[src/rtl/ddc1_tx_pkg.sv]
package ddc1_tx_pkg;
    localparam int unsigned BYTE_W     = 8;
    localparam int unsigned Q_DEPTH    = 8;
    localparam int unsigned SEL_W      = 2;
    localparam int unsigned MARK_BASE  = 2;
    localparam int unsigned MARK_W     = 4;

    // low-water mark for a threshold select code
    function automatic logic [MARK_W-1:0] low_mark(input logic [SEL_W-1:0] sel);
        return MARK_W'(MARK_BASE) + MARK_W'(sel);
    endfunction
endpackage

[src/rtl/ddc1_tx_vsync_edge.sv]
module ddc1_tx_vsync_edge (
    input  logic clk,
    input  logic rst_n,
    input  logic vsync_i,
    output logic tick_o
);
    typedef struct packed {
        logic meta;
        logic sync;
        logic prev;
    } edge_st_t;

    edge_st_t st_d, st_q;

    always_comb begin
        st_d      = st_q;
        st_d.meta = vsync_i;
        st_d.sync = st_q.meta;
        st_d.prev = st_q.sync;
    end

    always_ff @(posedge clk or negedge rst_n) begin
        if (!rst_n) st_q <= '0;
        else        st_q <= st_d;
    end

    assign tick_o = st_q.sync & ~st_q.prev;

    // a rising edge yields exactly one tick
    assert_single_tick_R2: assert property (@(posedge clk) disable iff (!rst_n)
        tick_o |=> !tick_o);
endmodule

[src/rtl/ddc1_tx_fifo.sv]
module ddc1_tx_fifo #(
    parameter int unsigned W     = 8,
    parameter int unsigned DEPTH = 8
) (
    input  logic                           clk,
    input  logic                           rst_n,
    input  logic                           push_i,
    input  logic [W-1:0]                   din_i,
    input  logic                           pop_i,
    output logic [W-1:0]                   dout_o,
    output logic [$clog2(DEPTH+1)-1:0]     count_o,
    output logic                           empty_o,
    output logic                           full_o
);
    localparam int unsigned AW = (DEPTH > 1) ? $clog2(DEPTH) : 1;
    localparam int unsigned CW = $clog2(DEPTH+1);
    localparam logic [AW-1:0] LAST = AW'(DEPTH-1);

    typedef struct packed {
        logic [DEPTH-1:0][W-1:0] mem;
        logic [AW-1:0]           wp;
        logic [AW-1:0]           rp;
        logic [CW-1:0]           cnt;
    } q_st_t;

    q_st_t st_d, st_q;
    logic  do_push, do_pop;

    always_comb begin
        st_d    = st_q;
        do_push = push_i && (st_q.cnt != CW'(DEPTH));
        do_pop  = pop_i  && (st_q.cnt != '0);
        if (do_push) begin
            st_d.mem[st_q.wp] = din_i;
            st_d.wp = (st_q.wp == LAST) ? '0 : st_q.wp + AW'(1);
        end
        if (do_pop) begin
            st_d.rp = (st_q.rp == LAST) ? '0 : st_q.rp + AW'(1);
        end
        st_d.cnt = st_q.cnt + CW'(do_push) - CW'(do_pop);
    end

    always_ff @(posedge clk or negedge rst_n) begin
        if (!rst_n) st_q <= '0;
        else        st_q <= st_d;
    end

    assign dout_o  = st_q.mem[st_q.rp];
    assign count_o = st_q.cnt;
    assign empty_o = (st_q.cnt == '0);
    assign full_o  = (st_q.cnt == CW'(DEPTH));

    assert_no_overflow_R1: assert property (@(posedge clk) disable iff (!rst_n)
        count_o <= CW'(DEPTH));

    assert_full_drop_R4: assert property (@(posedge clk) disable iff (!rst_n)
        (full_o && push_i && !pop_i) |=> $stable(count_o));

    assert_pop_nonempty_R1: assert property (@(posedge clk) disable iff (!rst_n)
        (empty_o && !push_i) |=> empty_o);
endmodule

[src/rtl/ddc1_tx_shifter.sv]
module ddc1_tx_shifter #(
    parameter int unsigned W = 8
) (
    input  logic         clk,
    input  logic         rst_n,
    input  logic         tick_i,
    input  logic         avail_i,
    input  logic [W-1:0] byte_i,
    output logic         pop_o,
    output logic         sda_o
);
    localparam int unsigned CNTW = $clog2(W+1);
    localparam logic [CNTW-1:0] SEP_IDX = CNTW'(W);

    typedef struct packed {
        logic            busy;
        logic [CNTW-1:0] idx;
        logic [W-1:0]    sh;
    } sh_st_t;

    sh_st_t st_d, st_q;
    logic   boundary;

    always_comb begin
        st_d     = st_q;
        boundary = !st_q.busy || (st_q.idx == SEP_IDX);
        pop_o    = tick_i && boundary && avail_i;
        if (tick_i) begin
            if (boundary) begin
                if (avail_i) begin
                    st_d.busy = 1'b1;
                    st_d.idx  = '0;
                    st_d.sh   = byte_i;
                end else begin
                    st_d.busy = 1'b0;
                end
            end else begin
                st_d.sh  = st_q.sh << 1;
                st_d.idx = st_q.idx + CNTW'(1);
            end
        end
    end

    always_ff @(posedge clk or negedge rst_n) begin
        if (!rst_n) st_q <= '0;
        else        st_q <= st_d;
    end

    assign sda_o = (!st_q.busy || st_q.idx == SEP_IDX) ? 1'b1 : st_q.sh[W-1];

    assert_separator_R2: assert property (@(posedge clk) disable iff (!rst_n)
        (tick_i && st_q.busy && st_q.idx == CNTW'(W-1)) |=> sda_o);

    assert_idle_high_R3: assert property (@(posedge clk) disable iff (!rst_n)
        (tick_i && boundary && !avail_i) |=> sda_o);

    assert_hold_between_ticks_R2: assert property (@(posedge clk) disable iff (!rst_n)
        !tick_i |=> $stable(sda_o));
endmodule

[src/rtl/ddc1_edid_tx.sv]
module ddc1_edid_tx
    import ddc1_tx_pkg::*;
(
    input  logic              clk,
    input  logic              rst_n,
    input  logic              vsync_i,
    output logic              sda_o,
    input  logic              wr_en_i,
    input  logic [BYTE_W-1:0] wr_data_i,
    input  logic              mbuf_rd_i,
    input  logic [BYTE_W-1:0] mbuf_data_i,
    input  logic              autoload_en_i,
    input  logic [SEL_W-1:0]  thresh_sel_i,
    input  logic              irq_en_i,
    input  logic              irq_clr_i,
    output logic              irq_flag_o,
    output logic              irq_o
);
    localparam int unsigned CW = $clog2(Q_DEPTH+1);

    typedef struct packed {
        logic flag;
    } irq_st_t;

    irq_st_t           st_d, st_q;
    logic              tick, pop, push, empty, full, low, auto_push;
    logic [BYTE_W-1:0] push_data, head;
    logic [CW-1:0]     fifo_cnt;
    logic [MARK_W-1:0] mark;

    ddc1_tx_vsync_edge u_edge (
        .clk     (clk),
        .rst_n   (rst_n),
        .vsync_i (vsync_i),
        .tick_o  (tick)
    );

    ddc1_tx_fifo #(.W(BYTE_W), .DEPTH(Q_DEPTH)) u_fifo (
        .clk     (clk),
        .rst_n   (rst_n),
        .push_i  (push),
        .din_i   (push_data),
        .pop_i   (pop),
        .dout_o  (head),
        .count_o (fifo_cnt),
        .empty_o (empty),
        .full_o  (full)
    );

    ddc1_tx_shifter #(.W(BYTE_W)) u_shift (
        .clk     (clk),
        .rst_n   (rst_n),
        .tick_i  (tick),
        .avail_i (!empty),
        .byte_i  (head),
        .pop_o   (pop),
        .sda_o   (sda_o)
    );

    always_comb begin
        auto_push = autoload_en_i && mbuf_rd_i;
        push      = wr_en_i || auto_push;
        push_data = wr_en_i ? wr_data_i : mbuf_data_i;
        mark      = low_mark(thresh_sel_i);
        low       = (MARK_W'(fifo_cnt) < mark);
        st_d      = st_q;
        st_d.flag = low || full || (st_q.flag && !irq_clr_i);
    end

    always_ff @(posedge clk or negedge rst_n) begin
        if (!rst_n) st_q <= '0;
        else        st_q <= st_d;
    end

    assign irq_flag_o = st_q.flag;
    assign irq_o      = st_q.flag & irq_en_i;

    assert_low_water_R5: assert property (@(posedge clk) disable iff (!rst_n)
        (MARK_W'(fifo_cnt) < mark) |=> irq_flag_o);

    assert_full_flag_R6: assert property (@(posedge clk) disable iff (!rst_n)
        full |=> irq_flag_o);

    assert_sticky_R7: assert property (@(posedge clk) disable iff (!rst_n)
        (irq_flag_o && !irq_clr_i) |=> irq_flag_o);

    assert_autoload_push_R9: assert property (@(posedge clk) disable iff (!rst_n)
        (autoload_en_i && mbuf_rd_i && !full && !pop) |=> (fifo_cnt == $past(fifo_cnt) + CW'(1)));

    assert_no_autoload_R9: assert property (@(posedge clk) disable iff (!rst_n)
        (!autoload_en_i && !wr_en_i && !pop) |=> $stable(fifo_cnt));
endmodule

[config.mk]
export PLATFORM = sky130hd
export DESIGN_NAME = ddc1_edid_tx
export DESIGN_NICKNAME = d
export VERILOG_FILES = /design/src/rtl/ddc1_tx_pkg.sv /design/src/rtl/ddc1_tx_vsync_edge.sv /design/src/rtl/ddc1_tx_fifo.sv /design/src/rtl/ddc1_tx_shifter.sv /design/src/rtl/ddc1_edid_tx.sv
export SDC_FILE = /design/constraint.sdc
export NUM_CORES = 1
export LEC_CHECK = 0
export BUFFER_PORTS_ARGS = -buffer_cell sky130_fd_sc_hd__buf_2
export CORE_MARGIN = 3
export CORE_UTILIZATION = 60
export CTS_CLUSTER_SIZE = 8
export DETAILED_ROUTE_END_ITERATION = 6
export PLACE_DENSITY = 0.79
export SLEW_MARGIN = 20
export SYNTH_ARGS = -nofsm -noshare
export SYNTH_HDL_FRONTEND = slang
export SYNTH_SLANG_ARGS = --single-unit
[constraint.sdc]
create_clock -name clk -period 2.65 [get_ports clk]
set_input_delay 0 -clock clk [delete_from_list [all_inputs] [get_ports clk]]
set_output_delay 0 -clock clk [all_outputs]
set_load 0.05 [all_outputs]
# Yosys cells after proc, flatten, opt, wreduce, memory -nomap -nowiden
# Index checks and enable logic that the tools add are counted.
# totals
ff_bits	91
in_bits	26
out_inout_bits	3
word_cells	67
# classes
add_sub_neg	6
n_lt_le_gt_ge	4
n_eq_ne	6
muxes	12
n_bitwise	3
reduce_logical	18
# ops
op	count
bitwise mux 64 bit	1
binary-select mux 8 bit (select 3 bit)	1
demux 8 bit (select 3 bit)	1
two-way mux 12 bit	2
two-way mux 8 bit	3
== test 4 bit, second input constant	2
less-than comparator 3 x 4 -> 1 bit, second input constant	2
logical AND 1 bit	7
adder 3 x 1 -> 3 bit, second input constant	2
== test 3 bit, second input constant	2
two-way mux 3 bit	2
adder 4 x 1 -> 4 bit	1
adder 4 x 1 -> 4 bit, second input constant	1
zero test 4 bit	1
logical OR 1 bit	4
less-than comparator 4 x 3 -> 1 bit	1
!= test 4 bit, second input constant	1
AND reduction 2 bit	2
nonzero test 4 bit	1
subtractor 4 x 1 -> 4 bit	1
adder 2 x 2 -> 3 bit, first input constant	1
>= comparator 3 x 1 -> 1 bit, second input constant	1
zero test 1 bit	3
AND 1 bit	2
3 further kinds	4

# Logic depth before layout (Yosys ltp)
# Gate-level depths: netlist of run 1.
# logic_depth
ltp_word	6
depth_mapped	13
depth_no_buf	12

# By module
# Synthesis of run 1 repeated with hierarchy kept, for this count alone.
# unflattened
hier_cells	306
area_unflattened_um2	4649.5
# modules_own_cells
module	n_inst	cells_per_inst	area_per_inst_um2	seq_area_each_um2
ddc1_tx_fifo	1	223	3636.0	1851.8
ddc1_tx_shifter	1	57	684.4	325.3
ddc1_edid_tx	1	22	240.2	25.0
ddc1_tx_vsync_edge	1	4	88.8	75.1

# Least setup slack after synthesis of run 1
# OpenSTA, ideal clock, no wires.
# synth_timing
path_kind	register -> register
start	reg u_fifo.st_q, in the netlist u_fifo.count_o[2]
end	reg u_fifo.st_q, in the netlist u_fifo.count_o[2]
setup_time_ns	0.123
arrival_time_ns	2.315
required_time_ns	2.527
path_slack_ns	0.212
stages_incl_launch_ff	14
path_buffers	1
period_less_slack_ns	2.438
cell_sequence	dfrtp_1 inv_1 ha_1 nor3b_1 or2_2 nand2b_1 buf_2 inv_1 ha_1 inv_1 ha_1 inv_1 fa_1 xnor2_1
# synth_lines
element	line	text
start: declaration	ddc1_tx_fifo.sv:26	q_st_t st_d, st_q;
start signal: assignment	ddc1_tx_fifo.sv:45	else st_q <= st_d;

==> results of run 1 <==
-- state kept, by name, indices dropped and copies added, names as in the netlist --
register        count
u_fifo.count_o      4
u_fifo.st_q        70
u_edge.st_d         2
u_edge.st_q         1
u_shift.st_q       13
irq_flag_o          1
-- final timing paths --
kind,start,endpoint
max in group asynchronous,rst_n,u_fifo.st_q[68]
max,u_fifo.count_o[2],u_fifo.count_o[1]
min in group asynchronous,rst_n,u_fifo.st_q[9]
min reg2reg,u_edge.st_d[1],u_edge.st_d[0]
max reg2reg,u_fifo.count_o[2],u_fifo.count_o[1]
min,thresh_sel_i[0],irq_flag_o
-- cell type report --
cell class                      count  area (um^2)  share of cell area
Multi-Input combinational cell    247         1880               0.392
Tap cell                           96          120              0.0250
Inverter                           13         48.8              0.0102
Clock buffer                       10          138              0.0287
Sequential cell                    91         2280               0.475
Clock inverter                      6         71.3              0.0149
Timing Repair Buffer               41          260              0.0542
-- logic make-up after synthesis --
family / Yosys count / share of synthesized area
and+or+nand+nor: 100 / 0.123
AOI/OAI and AO/OA: 91 / 0.123
DFF: 91 / 0.523
muxes: 39 / 0.138
buffers and inverters: 34 / 0.0443
adders and majority gates: 15 / 0.0448
xor gates and xnor gates: 2 / 0.00402
-- through the flow --
step,power (mW),hold slack (ps),setup slack (ps),instance area [um^2]
floorplan,4.32,-296,212,4350
global placement,4.70,111,327,4560
detailed placement,4.86,110,228,4560
CTS,5.89,101,176,4800
global route,6.32,127,39.4,4800
finish,5.85,116,178,4800
-- power groups by stage --
stage	Combinational [mW]	Sequential [mW]	Clock (mW)
after floorplan	1.98	2.34	0
after global placement	2.20	2.49	0
after detailed placement	2.32	2.54	0
after CTS	2.36	2.52	1.01
after global routing	2.64	2.61	1.07
final	2.33	2.53	0.985
-- worst min-delay path: stages --
cell and delay, ps:
buf_2 80, a21boi_0 70, o21ai_0 160, a221o_1 130
-- per-layer routing --
metal	track usage	vias to the layer above	routed length, um
met3	0.0621	19	365
met1	0.290	1381	3720
met5	0	-	0
li1	-	1371	-
met2	0.358	66	4150
met4	0.0804	0	157
-- synth_stat cells, types with 2 or more instances --
cell type / n
or4b_1: 3
nor2_1: 45
buf_2: 5
clkbuf_1: 5
buf_1: 2
buf_6: 4
nor4_4: 3
o21ai_1: 14
nand2b_1: 5
nand2_1: 28
inv_1: 13
or2_2: 2
o21ai_2: 8
nand2_2: 2
dfrtp_1: 91
nand3_1: 2
o21ai_0: 13
a21oi_1: 42
mux2i_1: 16
mux4_2: 16
a22oi_1: 7
mux2_2: 6
buf_4: 3
ha_1: 14
==> results.py, run 1 <==
metrics = {
    "yosys": {
        "ys.flop_type": "dfrtp_1",
        "yosys_register_bits": 91,
        "yosysSeqAreaShare": 0.523,
        "yosysUniqueCellTypes": 47,
        "synth_area_um2": 4350,
        "ys.warnings.count": 0,
        "synth.avg_cell_area_um2": 11.7,
        "async_reset_ff_frac": 1.00,
        "netlist_instances": 372,
        "synth_edf_count": 0,
        "synth_top_area_cell": "dfrtp_1",
        "yosysTopAreaCellShare": 0.523,
        "synth.area.top_cells": "dfrtp_1 (52%), mux4_2 (8.3%), a21oi_1 (4.8%)",
        "synth_nets": 413,
    },
    "sta": {
        "finalSetupTns_ps": 0,
        "tightest_slew_ps": 832,
        "final.min_clock_period_ps": 2470,
        "finalHoldViolations": 0,
        "finClkSkew_ps": 8.65,
        "finalMaxSlewViolations": 0,
        "setup_violations": 0,
        "fmax_mhz": 405,
        "rsz0062_at_grt": "no",
        "max_slew_margin": 0.429,
        "period_share": 0.933,
    },
    "clocking": {
        "cts_max_path_buffers": 2,
        "cts.sinks": 91,
        "cts_root_buffer": "clkbuf_8",
        "cts_setup_buffers": 0,
        "postCtsHoldBufs": 3,
        "cts_tree": "built",
        "clk_latency_ps": 360,
        "cts-resized-gates": 0,
        "cts.clk_slew.worst_paths_ps": 80,
        "numCtsBuffers": 9,
        "htreeDepth": 3,
    },
    "detailed_routing": {
        "drtIter0Drc": 149,
        "drt-pass1-iter-count": 7,
        "drt-total-wl_um": 8400,
        "num_vias": 2837,
        "drcViolationCount": 0,
        "wl_per_cell_um": 16.7,
        "drtAntennaViolNets": 0,
        "avgViaCountPerCell": 5.63,
    },
    "cells_and_area": {
        "fin_cells": 504,
        "nNetsFinal": 444,
        "final_common_cell": "dfrtp_1",
        "diodes": 0,
        "fin_util": 0.695,
        "drive_gt1_frac": 0.233,
        "fill_cells": 513,
        "syn_to_final_growth_pct": 10.2,
        "final_cell_mix": "dfrtp_1 (91), nor2_1 (45), a21oi_1 (42), nand2_1 (28), buf_2 (27)",
    },
    "die": {
        "num_rows": 30,
        "die_w_um": 91.2,
        "die_area_um2": 8310,
        "pin_count": 29,
        "start_util": 0.630,
        "core_area_um2": 6910,
        "fp.dieH_um": 91.2,
    },
    "power_and_ir_drop": {
        "combPwrFrac": 0.399,
        "peakVddDrop_mv": 0.597,
        "p_sw_mw": 2.20,
        "powerDensity_nw_per_um2": 1220,
        "power_switching_share": 0.377,
        "pwr-share-clk": 0.169,
        "power_leakage_nw": 2.15,
        "internal-power_mw": 3.64,
        "seq_power_share": 0.432,
    },
    "setup_path": {
        "cp_slowest_cell": "fa_1",
        "critPathBufInv": 5,
        "critPathRequiredTime_ps": 2900,
        "arrival_ps": 2730,
        "crit_top_cell": "inv_1",
        "cp-start-kind": "flip-flop",
        "reg2reg_slack_ps": 180,
        "path_depth": 12,
        "critical_path.top_delay_family": "adder cells",
        "crit_fanout": 3,
        "end_kind": "flip-flop",
        "r2r_cells": 12,
        "critPathMaxStageDelay_ps": 490,
        "path_class": "reg2reg",
        "worstPathCellList": "inv_1 > ha_1 > nor3b_1 > or2_2 > nand2b_1 > inv_1 > ha_1 > inv_1 > ha_1 > inv_1 > fa_1 > inv_1",
    },
    "placed_design": {
        "place.gp.congestion": 0.783,
        "dp_cells": 485,
        "port_buffers": 28,
        "hpwl_um": 5570,
    },
    "job": {
        "cap_violations": 0,
    },
    "min_path": {
        "holdPathStages": 4,
        "hold_path_class": "in2reg",
    },
    "global_routing": {
        "grtUsageTotal": 0.222,
        "overflow": 0,
        "antenna_found_initial": 0,
        "grt_pass1_vias": 2938,
        "grt_max_degree": 60,
        "grt_pass1_wl_um": 14300,
    },
    "outcome": {
        "status": "finished, final reports clean",
    },
}
Note: power is estimated with default switching activity, not from simulation.
==> inputs of run 2 (changes only) <==
- ABC_CLOCK_PERIOD_IN_PS: unset -> 2700
- SLEW_MARGIN: 20 -> 25
- clock period: 2.65 -> 2.7 ns (I/O delays scaled with it)
==> run 2 against run 1 <==
Effect of this change:
- cell area down 1.1%
- count of clock-buffer cells in the layout grew 1
- combinational power decreased by 4%
- highest routed layer unchanged
- worst setup slack improved by 57 ps
- global-route usage fell by 1.7 points
- clock skew grew 5.9 ps
- non-clock buffer count is 3 lower
- via count is 0.99% lower
- die area is the same
- sequential power shrank 3%
- routed wire length fell by 7.8%
- largest power group unchanged
- total power shrank 5.5%
==> results.py, run 2 (synthesis gave the netlist of run 1 again) <==
metrics = {
    "outcome": {
        "status": "finished, final reports clean",
    },
    "detailed_routing": {
        "avgViaCountPerCell": 5.61,
        "drt-pass1-iter-count": 5,
        "drtAntennaViolNets": 0,
        "drcViolationCount": 0,
        "num_vias": 2809,
        "drt-total-wl_um": 7740,
        "wl_per_cell_um": 15.4,
        "drtIter0Drc": 171,
    },
    "setup_path": {
        "critical_path.top_delay_family": "adder cells",
        "crit_fanout": 3,
        "crit_top_cell": "inv_1",
        "critPathRequiredTime_ps": 2950,
        "cp-start-kind": "flip-flop",
        "critPathBufInv": 4,
        "critPathMaxStageDelay_ps": 390,
        "cp_slowest_cell": "fa_1",
        "path_class": "reg2reg",
        "end_kind": "flip-flop",
        "path_depth": 12,
        "r2r_cells": 12,
        "arrival_ps": 2710,
        "worstPathCellList": "inv_1 > ha_1 > nor3b_1 > or2_2 > nand2b_1 > inv_1 > ha_1 > inv_1 > ha_1 > inv_1 > fa_1 > xnor2_1",
    },
    "sta": {
        "max_slew_margin": 0.445,
        "fmax_mhz": 406,
        "rsz0062_at_grt": "no",
        "finalHoldViolations": 0,
        "final.min_clock_period_ps": 2460,
        "holdWs_ps": 79.5,
        "period_share": 0.913,
        "finalMaxSlewViolations": 0,
        "tightest_slew_ps": 829,
        "layout_setup_ws_ps": 235,
        "finClkSkew_ps": 14.5,
        "setup_violations": 0,
        "finalSetupTns_ps": 0,
    },
    "power_and_ir_drop": {
        "p_sw_mw": 2.07,
        "internal-power_mw": 3.46,
        "pwr-share-clk": 0.150,
        "p_total_mw": 5.52,
        "combPwrFrac": 0.404,
        "peakVddDrop_mv": 0.582,
        "powerDensity_nw_per_um2": 1160,
        "seq_power_share": 0.446,
        "power_switching_share": 0.374,
        "power_leakage_nw": 2.11,
    },
    "cells_and_area": {
        "final_common_cell": "dfrtp_1",
        "diodes": 0,
        "nNetsFinal": 441,
        "largestRegisters": "u_fifo.st_q (70), u_shift.st_q (13), u_fifo.count_o (4)",
        "finish.instance_area_um2": 4740,
        "fin_util": 0.687,
        "fill_cells": 537,
        "final_cell_mix": "dfrtp_1 (91), nor2_1 (45), a21oi_1 (42), nand2_1 (28), buf_2 (27)",
        "fin_cells": 501,
        "largest_register_ffs": 70,
        "drive_gt1_frac": 0.225,
        "top_register": "u_fifo.st_q",
        "syn_to_final_growth_pct": 9.00,
    },
    "die": {
        "core_area_um2": 6910,
        "die_area_um2": 8310,
        "fp.dieH_um": 91.2,
        "pin_count": 29,
        "num_rows": 30,
        "die_w_um": 91.2,
        "start_util": 0.630,
    },
    "global_routing": {
        "overflow": 0,
        "grtUsageTotal": 0.206,
        "grt_pass1_vias": 2812,
        "grt_pass1_wl_um": 13400,
        "grt_max_degree": 60,
        "antenna_found_initial": 0,
    },
    "job": {
        "cap_violations": 0,
    },
    "clocking": {
        "clk_latency_ps": 360,
        "cts_root_buffer": "clkbuf_8",
        "postCtsHoldBufs": 3,
        "cts-resized-gates": 0,
        "cts_setup_buffers": 0,
        "cts.clk_slew.worst_paths_ps": 80,
        "cts.sinks": 91,
        "htreeDepth": 3,
        "cts_max_path_buffers": 2,
        "cts_tree": "built",
        "numCtsBuffers": 9,
    },
    "placed_design": {
        "dpl_cell_area_um2": 4540,
        "hpwl_um": 5480,
        "preCtsSetupSlack_ps": 292,
        "dp_cells": 482,
        "place.gp.congestion": 0.781,
        "port_buffers": 28,
    },
    "min_path": {
        "hold_path_class": "in2reg",
        "holdPathStages": 4,
    },
}
==> run 2: final timing paths <==
| kind | startpoint | end | slack, ps |
|---|---|---|---|
| hold reg to reg | u_edge.st_d[1] | u_edge.st_d[0] | 360 |
| max in group asynchronous | rst_n | u_shift.st_q[1] | 1780 |
| min in group asynchronous | rst_n | irq_flag_o | 250 |
| setup / recovery | u_fifo.count_o[2] | u_fifo.count_o[2] | 240 |
| hold / removal | thresh_sel_i[0] | irq_flag_o | 80 |
| setup reg to reg | u_fifo.count_o[2] | u_fifo.count_o[2] | 240 |
==> run 2: metal layers <==
metal  share of wire  GRT usage  vias up  routed length, um
met2            0.49      0.325       66               3780
met1            0.45      0.287     1374               3510
met3           0.047     0.0489       10                367
met4           0.011     0.0578        0                 83
li1                -          -     1359                  -
met5               0          0        -                  0
==> run 2: tightest hold or removal path: cells and delay by family <==
kind	cells	cell delay, ps
buffers and inverters	1	70
AOI/OAI and AO/OA	3	320
==> run 2: power by group through the flow <==
stage	clock (mW)	combinational (mW)	sequential [mW]
floorplan	0	1.94	2.30
global placement	0	2.15	2.45
detailed placement	0	2.26	2.49
CTS	0.857	2.27	2.46
global route	0.917	2.52	2.55
finish	0.831	2.23	2.46
==> run 2: final cells by class <==
| cell class | count | area, um^2 | share of cell area |
|---|---|---|---|
| timing repair buffer | 38 | 238 | 0.0501 |
| clock inverter | 5 | 36.3 | 0.00765 |
| tap | 96 | 120 | 0.0253 |
| clock buffer | 11 | 141 | 0.0298 |
| inverter | 13 | 48.8 | 0.0103 |
| multi-input combinational | 247 | 1880 | 0.397 |
| sequential | 91 | 2280 | 0.480 |
